$ cat src/rtl/ssu_pkg.sv
`timescale 1ns/1ps
package ssu_pkg;
  localparam int WORD_W = 32;
  localparam int HALF_W = WORD_W / 2;

  typedef logic [WORD_W-1:0] word_t;

  typedef enum logic [1:0] {
    SZ_BYTE  = 2'd0,
    SZ_WORD  = 2'd1,
    SZ_DWORD = 2'd2,
    SZ_WIDE  = 2'd3
  } esize_e;

  typedef enum logic [1:0] {
    ST_IDLE    = 2'd0,
    ST_RD_SRC  = 2'd1,
    ST_RD_DST  = 2'd2
  } sstate_e;

  typedef struct packed {
    logic ovf;
    logic sgn;
    logic zro;
    logic aux;
    logic par;
    logic cry;
  } sflags_t;

  function automatic word_t size_mask(input logic [1:0] sz);
    word_t m;
    case (sz)
      SZ_BYTE: m = word_t'(8'hFF);
      SZ_WORD: m = word_t'(16'hFFFF);
      default: m = '1;
    endcase
    return m;
  endfunction

  function automatic logic size_msb(input word_t v, input logic [1:0] sz);
    logic b;
    case (sz)
      SZ_BYTE: b = v[7];
      SZ_WORD: b = v[15];
      default: b = v[WORD_W-1];
    endcase
    return b;
  endfunction

  function automatic word_t step_amount(input logic [1:0] sz);
    word_t n;
    case (sz)
      SZ_BYTE: n = word_t'(1);
      SZ_WORD: n = word_t'(2);
      default: n = word_t'(4);
    endcase
    return n;
  endfunction

  function automatic word_t next_index(input word_t idx, input logic [1:0] sz,
                                       input logic down, input logic wide);
    word_t n;
    word_t s;
    n = step_amount(sz);
    s = down ? (idx - n) : (idx + n);
    return wide ? s : {idx[WORD_W-1:HALF_W], s[HALF_W-1:0]};
  endfunction

  function automatic word_t eff_addr(input word_t base, input word_t idx, input logic wide);
    word_t off;
    off = wide ? idx : {{HALF_W{1'b0}}, idx[HALF_W-1:0]};
    return base + off;
  endfunction

  function automatic sflags_t sub_flags(input word_t a_in, input word_t b_in,
                                        input logic [1:0] sz);
    word_t   m;
    word_t   a;
    word_t   b;
    word_t   r;
    sflags_t f;
    m = size_mask(sz);
    a = a_in & m;
    b = b_in & m;
    r = (a - b) & m;
    f.cry = (a < b);
    f.zro = (r == '0);
    f.sgn = size_msb(r, sz);
    f.ovf = (size_msb(a, sz) ^ size_msb(b, sz)) & (size_msb(a, sz) ^ size_msb(r, sz));
    f.aux = a[4] ^ b[4] ^ r[4];
    f.par = ~^r[7:0];
    return f;
  endfunction
endpackage

$ cat src/rtl/ssu_flag_unit.sv
`timescale 1ns/1ps
module ssu_flag_unit
  import ssu_pkg::*;
(
  input  word_t      minuend,
  input  word_t      subtrahend,
  input  logic [1:0] elem_size,
  output sflags_t    flags
);
  always_comb begin
    flags = sub_flags(minuend, subtrahend, elem_size);
  end
endmodule

$ cat src/rtl/ssu_idx_step.sv
`timescale 1ns/1ps
module ssu_idx_step
  import ssu_pkg::*;
(
  input  word_t      idx_cur,
  input  logic [1:0] elem_size,
  input  logic       dir_down,
  input  logic       wide,
  input  logic       hold,
  output word_t      idx_nxt
);
  always_comb begin
    if (hold) idx_nxt = idx_cur;
    else      idx_nxt = next_index(idx_cur, elem_size, dir_down, wide);
  end
endmodule

$ cat src/rtl/ssu_seq.sv
`timescale 1ns/1ps
module ssu_seq
  import ssu_pkg::*;
(
  input  logic    clk,
  input  logic    rst_n,
  input  logic    start,
  input  logic    op_scan,
  input  logic    mem_ack,
  input  logic    mem_abort,
  input  word_t   mem_data,
  output sstate_e state,
  output logic    accept,
  output logic    fin,
  output logic    fin_abort,
  output word_t   first_q
);
  sstate_e state_nx;

  assign accept    = start && (state == ST_IDLE);
  assign fin       = mem_ack && ((state == ST_RD_DST) ||
                                 ((state == ST_RD_SRC) && mem_abort));
  assign fin_abort = fin && mem_abort;

  always_comb begin
    state_nx = state;
    case (state)
      ST_IDLE:   if (accept) state_nx = op_scan ? ST_RD_DST : ST_RD_SRC;
      ST_RD_SRC: if (mem_ack) state_nx = mem_abort ? ST_IDLE : ST_RD_DST;
      ST_RD_DST: if (mem_ack) state_nx = ST_IDLE;
      default:   state_nx = ST_IDLE;
    endcase
  end

  always_ff @(posedge clk or negedge rst_n) begin
    if (!rst_n) begin
      state   <= ST_IDLE;
      first_q <= '0;
    end else begin
      state <= state_nx;
      if ((state == ST_RD_SRC) && mem_ack && !mem_abort) first_q <= mem_data;
    end
  end
endmodule

$ cat src/rtl/ssu_top.sv
`timescale 1ns/1ps
module ssu_top
  import ssu_pkg::*;
#(
  parameter int COST_W       = 4,
  parameter int CMP_COST_NEW = 8,
  parameter int CMP_COST_OLD = 10,
  parameter int SCAN_COST    = 7
) (
  input  logic              clk,
  input  logic              rst_n,
  input  logic              start,
  input  logic              op_scan,
  input  logic [1:0]        elem_size,
  input  logic              addr32,
  input  logic              dir_down,
  input  logic              later_gen,
  input  logic [31:0]       src_base,
  input  logic [31:0]       dst_base,
  input  logic [31:0]       src_idx,
  input  logic [31:0]       dst_idx,
  input  logic [31:0]       acc,
  output logic              busy,
  output logic              mem_req,
  output logic [31:0]       mem_addr,
  output logic [1:0]        mem_size,
  input  logic              mem_ack,
  input  logic              mem_abort,
  input  logic [31:0]       mem_data,
  output logic              done,
  output logic              aborted,
  output logic [5:0]        flags_out,
  output logic [31:0]       src_idx_out,
  output logic [31:0]       dst_idx_out,
  output logic [COST_W-1:0] cost_out
);
  localparam int NUM_IDX = 2;
  localparam logic [COST_W-1:0] C_NEW  = COST_W'(CMP_COST_NEW);
  localparam logic [COST_W-1:0] C_OLD  = COST_W'(CMP_COST_OLD);
  localparam logic [COST_W-1:0] C_SCAN = COST_W'(SCAN_COST);

  // operands captured when an operation is accepted
  logic       cap_scan;
  logic [1:0] cap_size;
  logic       cap_a32;
  logic       cap_down;
  logic       cap_later;
  word_t      cap_sbase;
  word_t      cap_dbase;
  word_t      cap_src;
  word_t      cap_dst;
  word_t      cap_acc;

  // internal events brought out for the checker
  sstate_e    state;
  logic       accept;
  logic       fin;
  logic       fin_abort;
  word_t      first_q;
  word_t      alu_a;
  sflags_t    alu_flags;
  word_t      idx_cur [NUM_IDX];
  word_t      idx_nxt [NUM_IDX];
  logic       idx_hold [NUM_IDX];
  logic [COST_W-1:0] cost_nx;
  sflags_t    flags_q;

  ssu_seq u_seq (
    .clk       (clk),
    .rst_n     (rst_n),
    .start     (start),
    .op_scan   (op_scan),
    .mem_ack   (mem_ack),
    .mem_abort (mem_abort),
    .mem_data  (mem_data),
    .state     (state),
    .accept    (accept),
    .fin       (fin),
    .fin_abort (fin_abort),
    .first_q   (first_q)
  );

  always_ff @(posedge clk or negedge rst_n) begin
    if (!rst_n) begin
      cap_scan  <= 1'b0;
      cap_size  <= SZ_BYTE;
      cap_a32   <= 1'b0;
      cap_down  <= 1'b0;
      cap_later <= 1'b0;
      cap_sbase <= '0;
      cap_dbase <= '0;
      cap_src   <= '0;
      cap_dst   <= '0;
      cap_acc   <= '0;
    end else if (accept) begin
      cap_scan  <= op_scan;
      cap_size  <= elem_size;
      cap_a32   <= addr32;
      cap_down  <= dir_down;
      cap_later <= later_gen;
      cap_sbase <= src_base;
      cap_dbase <= dst_base;
      cap_src   <= src_idx;
      cap_dst   <= dst_idx;
      cap_acc   <= acc;
    end
  end

  // read port
  assign busy     = (state != ST_IDLE);
  assign mem_req  = busy;
  assign mem_size = cap_size;
  always_comb begin
    if (state == ST_RD_SRC) mem_addr = eff_addr(cap_sbase, cap_src, cap_a32);
    else                    mem_addr = eff_addr(cap_dbase, cap_dst, cap_a32);
  end

  // subtraction: compare uses the fetched source, scan the accumulator
  assign alu_a = cap_scan ? cap_acc : first_q;

  ssu_flag_unit u_flags (
    .minuend    (alu_a),
    .subtrahend (mem_data),
    .elem_size  (cap_size),
    .flags      (alu_flags)
  );

  assign idx_cur[0]  = cap_src;
  assign idx_cur[1]  = cap_dst;
  assign idx_hold[0] = cap_scan;
  assign idx_hold[1] = 1'b0;

  for (genvar g = 0; g < NUM_IDX; g++) begin : g_idx
    ssu_idx_step u_step (
      .idx_cur   (idx_cur[g]),
      .elem_size (cap_size),
      .dir_down  (cap_down),
      .wide      (cap_a32),
      .hold      (idx_hold[g]),
      .idx_nxt   (idx_nxt[g])
    );
  end

  always_comb begin
    if (cap_scan)       cost_nx = C_SCAN;
    else if (cap_later) cost_nx = C_NEW;
    else                cost_nx = C_OLD;
  end

  always_ff @(posedge clk or negedge rst_n) begin
    if (!rst_n) begin
      done        <= 1'b0;
      aborted     <= 1'b0;
      flags_q     <= '0;
      src_idx_out <= '0;
      dst_idx_out <= '0;
      cost_out    <= '0;
    end else begin
      done <= fin;
      if (fin) begin
        aborted  <= fin_abort;
        cost_out <= cost_nx;
        if (fin_abort) begin
          src_idx_out <= cap_src;
          dst_idx_out <= cap_dst;
        end else begin
          flags_q     <= alu_flags;
          src_idx_out <= idx_nxt[0];
          dst_idx_out <= idx_nxt[1];
        end
      end
    end
  end

  assign flags_out = flags_q;
endmodule

$ cat config.mk
export PLATFORM = sky130hd
export DESIGN_NAME = ssu_top
export DESIGN_NICKNAME = d
export VERILOG_FILES = /design/src/rtl/ssu_pkg.sv /design/src/rtl/ssu_flag_unit.sv /design/src/rtl/ssu_idx_step.sv /design/src/rtl/ssu_seq.sv /design/src/rtl/ssu_top.sv
export SDC_FILE = /design/constraint.sdc
export NUM_CORES = 1
export LEC_CHECK = 0
export BUFFER_PORTS_ARGS = -buffer_cell sky130_fd_sc_hd__buf_2
export CAP_MARGIN = 20
export CORE_ASPECT_RATIO = 1.2
export CORE_MARGIN = 1.5
export CORE_UTILIZATION = 55
export CTS_CLUSTER_SIZE = 16
export DETAILED_ROUTE_END_ITERATION = 7
export GPL_TIMING_DRIVEN = 0
export PLACE_DENSITY = 0.9
export SYNTH_ARGS = -nofsm -noshare
export SYNTH_HDL_FRONTEND = slang
export SYNTH_SLANG_ARGS = --single-unit
$ cat constraint.sdc
create_clock -name clk -period 6.4 [get_ports clk]
set_input_delay 0.32 -clock clk [delete_from_list [all_inputs] [get_ports clk]]
set_output_delay 0.32 -clock clk [all_outputs]
set_load 0.1 [all_outputs]
==> results <==
- Dividing the detail-routed wire length by the instance count gives 22.4 µm.
- The core region is 35200 µm².
- The sequential element share of the synthesized area is 0.348.
- Across every metal layer, demand over resource in global routing totals 0.373.
- The core occupancy in the finished layout is 0.703.
- Summed over all layers, the routed wires come to 70100 µm.
- In this design, the largest share of critical-path delay is due to simple AND/OR/NAND/NOR gates.
- The launch instance of the worst min-delay path is dst_base[4].
- The worst setup path is captured at a primary output.
- For flop-to-flop paths, the worst setup slack is 0.88 ns.
- The number of remaining DRC errors is 0.
- In the synthesized netlist the dominant register cell turns out to be sky130_fd_sc_hd__dfrtp_1.
- The worst-case clock buffer depth is 3.
- The layout net count is 3003.
- Of all nets on the critical path, the largest fanout is 10.
- The data arrival time of the worst path is 5.39 ns.
- The number of cells on the worst reg-to-reg path is 17.
- Setup repair after global routing left no endpoint under its margin.
- The synthesized instance count is 2114.
- The vertical die dimension is 211 µm.
- The clock-pin slew reported for the worst setup and hold paths after clock tree synthesis is 0.07 ns.
- The average via count per standard cell is 6.20.
- During placement, the flow inserted port buffers numbering 314.
- On the final layout, the worst hold slack is 0.000601 ns.
- The signal on the critical path passes through clkbuf_1 > clkbuf_1 > and2_1 > ha_1 > nand3_1 > or4_1 > o311a_1 > nor3_1 > nor2_1 > a2111oi_0 > nor4_1 > nor3_1 > buf_2.
- Between clock sinks in the finished design, the worst skew comes to 0.0209 ns.
- Headroom to the max-slew limit came out at 0.218.
- The die width is 176 µm.
- The I/O pin count is 315.
- The number of rows created at floorplan is 75.
- The routability congestion estimate is 0.959.
- Dividing the final minimum period by the clock period gives 0.892.
- Prior to clock tree synthesis, the placed netlist has a worst setup slack of 1.02 ns.
- Data on the critical path is required at its endpoint by 6.08 ns.
- The number of library cell types mapped by synthesis is 72.
- Yosys mapped a number of flops with a built-in enable equal to 0.
- The yosys synthesis warning count is 0.
- The TritonCTS clock tree is yes.
- The floorplan step defined a die boundary enclosing 37100 µm².
- The initial cell density of the core is 0.562.
- The detail route stage leaves a number of antenna-violating nets equal to 0.
- The area fraction of the dominant cell type after synthesis is 0.348.
- The number of clock sinks is 275.
- After global routing the overflow that remains totals 0.
- Entering global routing, the biggest net connects 122 pins.
- Setup violations remaining at the end of the flow were counted as 0.
- The biggest cell delay along the critical path is 0.62 ns.
- For hold timing, the worst endpoint is cap_dbase[4].
- The final critical-path required period is 5.71 ns.
- The cell type contributing the most total cell area after synthesis is sky130_fd_sc_hd__dfrtp_1.
- The clock buffer count from CTS is 30.
- Synthesis produced a netlist with a net count of 2484.
- The number of buffers inserted by post-CTS setup repair is 0.
- The slowest stage of the critical path is the sky130_fd_sc_hd__a2111oi_0 cell.
- The path class of the tightest hold or removal check is input pin to flip-flop.
- CTS built an H-tree with a depth of 1.
- The root cell of the clock tree is sky130_fd_sc_hd__clkbuf_16.
- The detailed router placed 19400 vias in this run.
- The critical path contains buffers and inverters numbering 3 combined.
- The worst hold path cell count is 2.
- The flow ran to the end, and the final reports show no timing, DRC or antenna violations.
- The cell area that synthesis handed to floorplanning was 19800 µm².
- Adding up every negative setup slack in the final design gives 0 ns.
- The first TritonRoute pass finished after 6 iterations.
- The terminus of the critical flop-to-flop path is flags_out[3].
- By area the synthesized netlist is led by sky130_fd_sc_hd__dfrtp_1 35%, sky130_fd_sc_hd__mux2_2 11%, sky130_fd_sc_hd__ha_1 10%.
- The mean instance size in the synthesized netlist is 9.35 µm².
- In this run the critical register-to-register path is launched from mem_size[0].
- The number of antenna violations at the first check in global routing is 5.
- For the worst-skew pair, the clock arrives at the later sink with an insertion delay of 0.60 ns.
- The count of routing violations after the opening detailed-route iteration is 1565.
- The worst setup path is launched from a flip-flop.
- The critical path is of the flip-flop to primary output type.
- Setup slack on the critical path of the routed design comes to 0.692 ns.
- For this run, asynchronously set or reset flops after synthesis account for 1.00.
- At the pin with the least slew margin, the transition time is 1.17 ns.
- After synthesis the netlist holds a flip-flop and latch count of 275.
- The first-pass GRT wire length is 107000 µm.
- In the layout the commonest cells are 314 x sky130_fd_sc_hd__buf_2, 274 x sky130_fd_sc_hd__dfrtp_1, 199 x sky130_fd_sc_hd__mux2_2, 187 x sky130_fd_sc_hd__nand2_1, 181 x sky130_fd_sc_hd__a21oi_1.
- The final-report max-slew violation count came to 0.
- The number of global-route vias before repair was 19800.
- The most frequent standard cell in the layout excluding fill and tap cells is sky130_fd_sc_hd__buf_2.
- The final hold violation count is 0.
- Across the run, the number of max-cap violations was 0.
- The area growth from synthesis to layout is 25.1%.
- Detailed placement ended at an HPWL of 49700 µm.
- The maximum clock frequency is 175 MHz.
- The fraction of final layout cells sized beyond drive strength 1 is 0.224.
worst max-delay path by stage:
| stage | start | end | slack (ns) | cells past startpoint |
|---|---|---|---|---|
| 6_report | cap_a32 | mem_addr[30] | 0.69 | 13 |
| 5_1_grt | cap_a32 | mem_addr[30] | 0.43 | 13 |
| 4_1_cts | cap_a32 | mem_addr[30] | 0.78 | 13 |
| 3_5_place_dp | mem_size[0] | flags_out[3] | 1.02 | 17 |
| 3_3_place_gp | rst_n | src_idx_out[14] | 0.09 | 1 |
| 2_1_floorplan | cap_a32 | mem_addr[30] | 0.97 | 12 |
routing by layer:
metal / GRT usage / share of wire
met2: 0.637 / 0.47
met1: 0.430 / 0.37
met5: 0 / 0
met4: 0.252 / 0.075
met3: 0.0607 / 0.084
repair_timing:
action,in CTS,in global routing
gates resized for setup,0,0
hold endpoints to repair,240,0
setup endpoints to repair,0,0
hold buffers,170,0
cell families after synthesis:
family | Yosys count | synth area share
simple gates | 579 | 0.141
flops | 275 | 0.348
compound gates | 597 | 0.190
buf+inv | 137 | 0.0265
fa+ha+maj | 167 | 0.108
xor+xnor | 121 | 0.0536
mux | 238 | 0.133
stage by stage:
step	area, µm²	cells
final	24700	3123
after global routing	24700	3122
after detailed placement	22000	2893
after global placement	21900	2890
after CTS	24700	3118
after floorplan	19800	2114
cell usage after synthesis, types with 12 or more instances:
cell type,count
sky130_fd_sc_hd__mux2_2,199
sky130_fd_sc_hd__and3_1,28
sky130_fd_sc_hd__or3_1,15
sky130_fd_sc_hd__inv_1,53
sky130_fd_sc_hd__ha_1,162
sky130_fd_sc_hd__a31oi_1,33
sky130_fd_sc_hd__nor2_1,131
sky130_fd_sc_hd__a21o_1,65
sky130_fd_sc_hd__dfrtp_1,275
sky130_fd_sc_hd__nand3_1,35
sky130_fd_sc_hd__mux2i_1,39
sky130_fd_sc_hd__and2_1,40
sky130_fd_sc_hd__o21a_1,26
sky130_fd_sc_hd__nand4_1,13
sky130_fd_sc_hd__nand2b_1,26
sky130_fd_sc_hd__xor2_1,54
sky130_fd_sc_hd__o21ai_0,148
sky130_fd_sc_hd__a21oi_1,181
sky130_fd_sc_hd__xnor2_1,67
sky130_fd_sc_hd__o22ai_1,12
sky130_fd_sc_hd__nor2b_1,40
sky130_fd_sc_hd__o21bai_1,15
sky130_fd_sc_hd__nor3_1,30
sky130_fd_sc_hd__nand2_1,187
sky130_fd_sc_hd__clkbuf_1,75
area by class of cell:
| type | count | area [µm²] |
|---|---|---|
| fillers | 2643 | 10500 |
| multi-input cells | 1702 | 12400 |
| repair buffers | 487 | 3360 |
| inverters | 55 | 206 |
| well taps | 462 | 578 |
| flip-flops and latches | 275 | 6880 |
| diodes | 5 | 12.5 |
| clock buffers | 41 | 873 |
| plain buffers | 82 | 317 |
| clock inverters | 14 | 138 |
sequential cells by signal (all words and copies together), names as in the netlist:
register / flops
cost_out: 3
u_seq.state: 2
u_seq.first_q: 32
aborted: 1
mem_size: 2
flags_out: 6
dst_idx_out: 32
cap_src: 32
cap_down: 1
cap_dbase: 32
cap_a32: 1
cap_dst: 32
cap_sbase: 32
cap_later: 1
done: 1
cap_acc: 32
cap_scan: 1
src_idx_out: 32
Power is not shown: default switching activity piles up to over one toggle a cycle in this logic, so the estimate is an artifact.
